$ cat src/rtl/rlink_pkg.sv
package rlink_pkg;

    localparam int N_PHASE = 6;
    localparam int PH_IDX_W = $clog2(N_PHASE);

    typedef enum logic [2:0] {
        PH_IDLE    = 3'd0,
        PH_CHARGE  = 3'd1,
        PH_SWING   = 3'd2,
        PH_CLAMP   = 3'd3,
        PH_REFILL  = 3'd4,
        PH_RESTORE = 3'd5,
        PH_SETTLE  = 3'd6
    } phase_e;

    typedef struct packed {
        logic chg;
        logic ser_a;
        logic ser_b;
        logic clamp;
    } gates_t;

    // Gate pattern owned by each mode of the resonant cycle.
    function automatic gates_t phase_gates(phase_e p);
        gates_t g;
        g.chg   = (p == PH_CHARGE) || (p == PH_SWING) || (p == PH_CLAMP) ||
                  (p == PH_REFILL) || (p == PH_RESTORE);
        g.ser_a = (p == PH_IDLE) || (p == PH_CHARGE) || (p == PH_RESTORE) ||
                  (p == PH_SETTLE);
        g.ser_b = (p != PH_CLAMP);
        g.clamp = (p == PH_CLAMP);
        return g;
    endfunction

endpackage

$ cat src/rtl/rlink_trig.sv
module rlink_trig #(
    parameter int LEGS = 4
) (
    input  logic            clk,
    input  logic            rst,
    input  logic [LEGS-1:0] word,
    output logic            fire
);
    logic [LEGS-1:0] prev_q;
    logic            prev_vld_q;
    logic            is_zero_vec;

    assign is_zero_vec = (&word) || (~|word);
    assign fire        = prev_vld_q && is_zero_vec && (word != prev_q);

    always_ff @(posedge clk) begin
        if (rst) begin
            prev_q     <= '0;
            prev_vld_q <= 1'b0;
        end else begin
            prev_q     <= word;
            prev_vld_q <= 1'b1;
        end
    end

    // A word held steady never fires twice.
    p_held_quiet_r1: assert property (@(posedge clk) disable iff (rst)
        (prev_vld_q && $stable(word)) |-> !fire);
endmodule

$ cat src/rtl/rlink_timer.sv
module rlink_timer #(
    parameter int DUR_W = 8,
    parameter int NPH   = 6,
    localparam int IDX_W = $clog2(NPH)
) (
    input  logic                      clk,
    input  logic                      rst,
    input  logic                      load_all,
    input  logic                      step,
    input  logic [IDX_W-1:0]          nxt_idx,
    input  logic [NPH-1:0][DUR_W-1:0] dur_in,
    output logic                      expired
);
    logic [NPH-1:0][DUR_W-1:0] lat_q;
    logic [DUR_W-1:0]          cnt_q;

    // Remaining extra ticks after the first; zero is stretched to one tick.
    function automatic logic [DUR_W-1:0] reload(logic [DUR_W-1:0] d);
        return (d == '0) ? '0 : d - 1'b1;
    endfunction

    always_ff @(posedge clk) begin
        if (rst) begin
            lat_q <= '0;
            cnt_q <= '0;
        end else if (load_all) begin
            lat_q <= dur_in;
            cnt_q <= reload(dur_in[0]);
        end else if (step) begin
            cnt_q <= reload(lat_q[nxt_idx]);
        end else if (cnt_q != '0) begin
            cnt_q <= cnt_q - 1'b1;
        end
    end

    assign expired = (cnt_q == '0);

    // Captured lengths only change at a new load.
    p_lat_hold_r8: assert property (@(posedge clk) disable iff (rst)
        !$past(load_all) |-> $stable(lat_q));
endmodule

$ cat src/rtl/rlink_seq.sv
module rlink_seq
    import rlink_pkg::*;
#(
    parameter int DUR_W = 8
) (
    input  logic                          clk,
    input  logic                          rst,
    input  logic [3:0]                    up_gates,
    input  logic [N_PHASE-1:0][DUR_W-1:0] phase_len,
    output logic                          chg_gate,
    output logic                          ser_a_gate,
    output logic                          ser_b_gate,
    output logic                          clamp_gate,
    output logic                          busy,
    output logic                          overrun
);
    phase_e  state_q;
    logic    fire;
    logic    expired;
    logic    accept;
    logic    step;
    logic    fault_q;
    gates_t  g;
    logic [PH_IDX_W-1:0] nxt_idx;

    rlink_trig #(.LEGS(4)) u_trig (
        .clk  (clk),
        .rst  (rst),
        .word (up_gates),
        .fire (fire)
    );

    assign accept  = fire && (state_q == PH_IDLE);
    assign step    = (state_q != PH_IDLE) && (state_q != PH_SETTLE) && expired;
    assign nxt_idx = state_q;

    rlink_timer #(.DUR_W(DUR_W), .NPH(N_PHASE)) u_timer (
        .clk      (clk),
        .rst      (rst),
        .load_all (accept),
        .step     (step),
        .nxt_idx  (nxt_idx),
        .dur_in   (phase_len),
        .expired  (expired)
    );

    always_ff @(posedge clk) begin
        if (rst) begin
            state_q <= PH_IDLE;
            fault_q <= 1'b0;
        end else begin
            if (accept) begin
                state_q <= PH_CHARGE;
            end else if (state_q != PH_IDLE && expired) begin
                state_q <= (state_q == PH_SETTLE) ? PH_IDLE
                                                  : phase_e'(state_q + 3'd1);
            end
            if (fire && state_q != PH_IDLE) fault_q <= 1'b1;
        end
    end

    assign g          = phase_gates(state_q);
    assign chg_gate   = g.chg;
    assign ser_a_gate = g.ser_a;
    assign ser_b_gate = g.ser_b;
    assign clamp_gate = g.clamp;
    assign busy       = (state_q != PH_IDLE);
    assign overrun    = fault_q;

    p_idle_gates_r2: assert property (@(posedge clk) disable iff (rst)
        !busy |-> (!chg_gate && ser_a_gate && ser_b_gate && !clamp_gate));
    p_launch_r3: assert property (@(posedge clk) disable iff (rst)
        (fire && !busy) |=> (busy && chg_gate && ser_a_gate && ser_b_gate));
    p_sa_fall_r4: assert property (@(posedge clk) disable iff (rst)
        $fell(ser_a_gate) |-> (chg_gate && ser_b_gate && !clamp_gate));
    p_clamp_excl_r5: assert property (@(posedge clk) disable iff (rst)
        clamp_gate |-> (!ser_a_gate && !ser_b_gate && chg_gate));
    p_sb_return_r6: assert property (@(posedge clk) disable iff (rst)
        $fell(clamp_gate) |-> (ser_b_gate && !ser_a_gate && chg_gate));
    p_chg_drop_r7: assert property (@(posedge clk) disable iff (rst)
        $fell(chg_gate) |-> ($past(ser_a_gate) && ser_a_gate && ser_b_gate));
    p_ignore_r9: assert property (@(posedge clk) disable iff (rst)
        (fire && busy) |=> (overrun && busy));
    p_sticky_r9: assert property (@(posedge clk) disable iff (rst)
        overrun |=> overrun);
    p_busy_end_r10: assert property (@(posedge clk) disable iff (rst)
        $fell(busy) |-> ($past(busy) && !$past(chg_gate) && $past(ser_a_gate)));
endmodule

$ cat config.mk
export PLATFORM = sky130hd
export DESIGN_NAME = rlink_seq
export DESIGN_NICKNAME = d
export VERILOG_FILES = /design/src/rtl/rlink_pkg.sv /design/src/rtl/rlink_trig.sv /design/src/rtl/rlink_timer.sv /design/src/rtl/rlink_seq.sv
export SDC_FILE = /design/constraint.sdc
export NUM_CORES = 1
export LEC_CHECK = 0
export BUFFER_PORTS_ARGS = -buffer_cell sky130_fd_sc_hd__buf_2
export CORE_MARGIN = 3
export CORE_UTILIZATION = 55
export CTS_BUF_LIST = sky130_fd_sc_hd__clkbuf_8
export DETAILED_ROUTE_END_ITERATION = 6
export GPL_TIMING_DRIVEN = 0
export MAX_ROUTING_LAYER = met4
export PLACE_DENSITY = 0.79
export SYNTH_ARGS = -nofsm -noshare
export SYNTH_HDL_FRONTEND = slang
export SYNTH_SLANG_ARGS = --single-unit
$ cat constraint.sdc
create_clock -name clk -period 2.4 [get_ports clk]
set_input_delay 0.24 -clock clk [delete_from_list [all_inputs] [get_ports clk]]
set_output_delay 0.24 -clock clk [all_outputs]
set_load 0.02 [all_outputs]
==> run_results.csv, run 1 <==
group,metric,value,unit
yosys,synth_cells,421,
layout,drive_above_1_share,22.98,%
yosys,syn_area,0.003348,sq mm
timing,whs,121.7,ps
layout,final_cells,568,
layout,mostFrequentLayoutCells,"nand2_1, buf_2, a21oi_1, dfxtp_1, mux2i_1",
clock_tree,holdBufCountCts,0,
grt,antenna_found_initial,0,
setup_path,startpoint,"nxt_idx[0]",
floorplanning,io_pins,60,
yosys,synth_edf_count,0,
setup_path,start_kind,"flop",
drt,drtIter0Drc,315,
setup_path,worstPathMaxFanout,10,
floorplanning,coreArea,0.005709,sq mm
floorplanning,die-area,0.007060,sq mm
drt,final_antenna_net_count,0,
power,leakage,1.491,nW
setup_path,crit_required,2620,ps
clock_tree,cts_root_buf,"clkbuf_8",
yosys,avgSynthCellArea,7.953,sq um
timing,max-slew-margin-rel,64.25,%
floorplanning,row_count,27,
yosys,synth_cell_types,57,
layout,antennaDiodeCount,0,
floorplanning,die_h,84.03,microns
outcome,status,"finished clean",
timing,tns,0,ps
placed_design,port-buffer-count,58,
floorplanning,die_x,84.03,microns
floorplanning,start_util,58.65,%
yosys,yosysTopAreaCellShare,38.86,%
setup_path,arrival,2490,ps
worst_hold_path,hold_class,"primary input to flop",
power,ir_drop,382.6,uV
yosys,async_reset_ff_share,0,%
yosys,yosysTopAreaCell,"dfxtp_1",
yosys,synth_area_leaders,"dfxtp_1, nand2_1, a21oi_1",
drt,finalWirelength,8681,microns
timing,rsz0062_at_grt,"no",
clock_tree,clk_latency,350,ps
setup_path,cp-end-kind,"flop",
clock_tree,numCtsBuffers,9,
grt,gr-total-overflow,0,
timing,hold_viol,0,
clock_tree,clk_pin_slew,80,ps
placed_design,gp_congestion,0.9093,
timing,setup_viol,0,
power,power_density,758.8,mW/mm^2
yosys,synth-seq-cells,65,
grt,grt_pass1_wl,14230,microns
drt,dr_total_vias,3205,
placed_design,dpl.hpwl,6352,microns
yosys,syn_nets,480,
clock_tree,cts_tree,"done",
clock_tree,cts_buffer_depth,2,
drt,firstDrtPassIters,5,
timing,max_freq,440.3,MHz
layout,final_util,68.66,%
clock_tree,htree_levels,3,
grt,grt_max_degree,13,
yosys,ys.warnings.count,0,
grt,grt_use_total,25.57,%
timing,tightestPinTransition,536.3,ps
drt,vias_per_cell,5.643,
yosys,synth-seq-area-share,38.86,%
layout,area_growth,17.08,%
worst_hold_path,min_from,"phase_len[29]",
timing,slew_viol_final,0,
timing,finalCritPeriodShare,94.64,%
flow_run,cap_violations,0,
yosys,ys.flop_type,"dfxtp_1",
timing,fin_crit,2271,ps
layout,final_common_cell,"nand2_1",
setup_path,path_class,"flop to flop",
layout,final_nets,550,
timing,fin_worst_skew,8.120,ps
placed_design,dp_cells,551,
drt,drcViolationCount,0,
drt,wl_per_cell,15.28,microns
clock_tree,cts_sinks,65,
setup_path,r2r-start,"nxt_idx[0]",
grt,grt_pass1_vias,3060,
==> synth_stat cells, types with 3 or more instances <==
master and count:
a21oi_1 65, a22oi_1 5, buf_2 12, buf_4 3, clkbuf_1 11, dfxtp_1 65, ha_1 5, inv_1 11
mux2_1 3, mux2i_1 20, nand2_1 109, nand2b_1 5, nand3_1 4, nor2_1 11, nor2b_1 5, nor3_1 12
o21ai_0 7, o21ai_1 5, o22ai_1 5, or3_1 3, xnor2_1 5, xor2_1 7
==> sequential cells by signal, summed over array words and instances, names as in the netlist <==
| name | flops |
|---|---|
| u_trig.prev_q | 4 |
| nxt_idx | 3 |
| u_timer.cnt_q | 8 |
| u_trig.prev_vld_q | 1 |
| u_timer.lat_q | 48 |
| overrun | 1 |
==> worst max-delay path: stages (launching register included) <==
cell and delay (ps):
dfxtp_1 360, buf_4 240, mux2i_1 280, o22ai_1 140
a21oi_2 260, nand3_2 150, or3_1 420, a31oi_2 230
nor3_2 60
==> where the power goes <==
group | switching [mW] | internal (mW)
clock network | 0.444 | 0.371
registers | 0.0834 | 1.16
logic | 0.515 | 0.399
==> stage by stage <==
| stage | setup slack [ps] | total power, mW | cell area, sq um |
|---|---|---|---|
| floorplan | 466.6 | 1.915 | 3348 |
| global placement | 119.8 | 2.118 | 3729 |
| detailed placement | 73.62 | 2.135 | 3729 |
| CTS | 55.99 | 2.949 | 3899 |
| global route | 6.845 | 3.126 | 3920 |
| finish | 128.7 | 2.975 | 3920 |
==> what timing repair did <==
item                       CTS  global route
hold endpoints to repair     0             0
setup buffers                0             1
setup endpoints to repair    0             4
resized for setup            0             3
==> kinds of logic after synthesis <==
logic type	synth area share [%]
mux	7.997
compound gates	19.54
flops	38.86
simple gates	23.09
xor+xnor	3.139
buf+inv	5.493
fa+ha+maj	1.868
==> routing by layer <==
layer / part of all wire, % / track usage (%) / routed length [microns] / vias up
li1: - / - / - / 1589
met5: 0 / - / 0 / -
met2: 48 / 42.04 / 4194 / 105
met1: 44 / 30.39 / 3819 / 1489
met4: 3.0 / 11.70 / 259 / 0
met3: 4.7 / 4.442 / 408 / 22
==> cell type report <==
cell class	count	area, sq um
Buffer	28	142.6
Clock buffer	9	123.9
Clock inverter	7	46.29
Fill cell	492	1789
Inverter	12	45.04
Multi-Input combinational cell	316	1873
Sequential cell	65	1301
Tap cell	72	90.09
Timing Repair Buffer	59	297.8
==> worst paths after layout <==
| path | end | slack [ps] | cells past startpoint |
|---|---|---|---|
| max reg2reg | u_timer.cnt_q[4] | 130 | 8 |
| max | u_timer.cnt_q[4] | 130 | 8 |
| min | u_timer.lat_q[29] | 120 | 3 |
| min reg2reg | u_timer.lat_q[31] | 460 | 2 |
No activity file was read; power rests on OpenSTA's default activity.
==> run 2: changes to the inputs <==
- SETUP_SLACK_MARGIN: unset -> 0.15
==> run_results.csv, run 2 (synthesized netlist as in run 1, its figures left out) <==
group,metric,value,unit
placed_design,gp_congestion,0.9093,
grt,gr-total-overflow,0,
timing,tns,0,ps
drt,finalWirelength,8902,microns
grt,grt_max_degree,13,
timing,fin_crit,2197,ps
layout,reg_top3,"u_timer.lat_q (48), u_timer.cnt_q (8), u_trig.prev_q (4)",
layout,antennaDiodeCount,0,
worst_hold_path,hold_depth,3,
timing,max-slew-margin-rel,63.18,%
setup_path,r2r-start,"nxt_idx[0]",
placed_design,dp_slack,73.62,ps
timing,rsz0062_at_grt,"no",
setup_path,path_class,"flop to flop",
drt,wl_per_cell,15.59,microns
drt,drcViolationCount,0,
grt,grt_pass1_vias,3089,
flow_run,cap_violations,0,
timing,hold_viol,0,
floorplanning,die_h,84.03,microns
timing,tightestPinTransition,552.4,ps
power,ir_drop,383.4,uV
clock_tree,clk_pin_slew,80,ps
timing,setup_viol,0,
clock_tree,cts_buffer_depth,2,
floorplanning,row_count,27,
floorplanning,io_pins,60,
clock_tree,numCtsBuffers,9,
setup_path,arrival,2410,ps
layout,largest_reg_flops,48,
grt,antenna_found_initial,0,
clock_tree,htree_levels,3,
setup_path,cp-end-kind,"flop",
timing,max_freq,455.3,MHz
floorplanning,die-area,0.007060,sq mm
placed_design,dpl.hpwl,6352,microns
clock_tree,cts_sinks,65,
grt,grt_pass1_wl,14310,microns
clock_tree,clk_latency,350,ps
timing,fin_worst_skew,10.32,ps
layout,final_nets,553,
layout,post-route-cell-area,0.003963,sq mm
drt,dr_total_vias,3322,
timing,slew_viol_final,0,
setup_path,start_kind,"flop",
drt,vias_per_cell,5.818,
floorplanning,start_util,58.65,%
floorplanning,die_x,84.03,microns
worst_hold_path,hold_class,"primary input to flop",
worst_hold_path,min_from,"phase_len[29]",
drt,firstDrtPassIters,5,
placed_design,port-buffer-count,58,
drt,final_antenna_net_count,0,
layout,area_growth,18.35,%
clock_tree,cts_root_buf,"clkbuf_8",
layout,mostFrequentLayoutCells,"nand2_1, buf_2, a21oi_1",
timing,finalCritPeriodShare,91.52,%
layout,drive_above_1_share,24.05,%
setup_path,startpoint,"nxt_idx[0]",
outcome,status,"finished clean",
setup_path,worstPathMaxFanout,6,
layout,final_common_cell,"nand2_1",
timing,worst_slack,203.5,ps
power,leakage,1.509,nW
placed_design,place_area,0.003729,sq mm
clock_tree,holdBufCountCts,0,
clock_tree,cts_tree,"done",
floorplanning,coreArea,0.005709,sq mm
setup_path,crit_required,2620,ps
grt,grt_use_total,25.76,%
layout,regMostFlops,"u_timer.lat_q",
setup_path,r2r_cells,8,
power,power_density,754.9,mW/mm^2
drt,drtIter0Drc,286,
-- run 2: worst paths after layout --
check	endpoint	slack, ps
setup / recovery	u_timer.cnt_q[2]	200
hold / removal	u_timer.lat_q[29]	120
hold reg to reg	u_timer.lat_q[31]	460
setup reg to reg	u_timer.cnt_q[2]	200
-- run 2: final cells by class --
class / count / area [sq um]
multi-input cells: 316 / 1882
fillers: 487 / 1747
flip-flops and latches: 65 / 1305
repair buffers: 62 / 320.3
plain buffers: 28 / 150.1
clock buffers: 9 / 123.9
well taps: 72 / 90.09
clock inverters: 7 / 46.29
inverters: 12 / 45.04
-- run 2: worst max-delay path: stages, from the launching register on --
cell      delay [ps]
dfxtp_4          380
clkbuf_4         200
mux2i_2          270
a22oi_2          140
a22oi_2          260
nand3_2          140
o31a_4           410
a21oi_1          190
nor3_1            60
-- run 2: repair_timing --
item	CTS	global route
pin swaps	0	3
gates cloned	0	1
buffers inserted	0	3
endpoints found under the setup margin	4	7
resized for setup	3	7
-- run 2: per-stage QoR --
stage / hold slack [ps] / cells / power (mW) / util [%]
2_1_floorplan: 368.2 / 421 / 1.915 / -
3_3_place_gp: 441.7 / 551 / 2.118 / 65.31
3_5_place_dp: 445.6 / 551 / 2.135 / 65.31
4_1_cts: 111.7 / 567 / 2.959 / 68.53
5_1_grt: 112.0 / 571 / 3.139 / 69.41
6_report: 120.9 / 571 / 2.991 / 69.41
-- run 2: per-layer routing --
layer	vias up	wire length (microns)	global-route usage (%)
met5	-	0	-
met4	0	296	12.57
met2	142	4275	41.89
met1	1544	3825	30.77
met3	28	505	4.344
li1	1608	-	-
-- run 2: report_power, final --
group | switching [mW] | internal [mW]
Combinational | 0.523 | 0.410
Sequential | 0.0824 | 1.16
Clock | 0.444 | 0.371
Total | 1.05 | 1.94
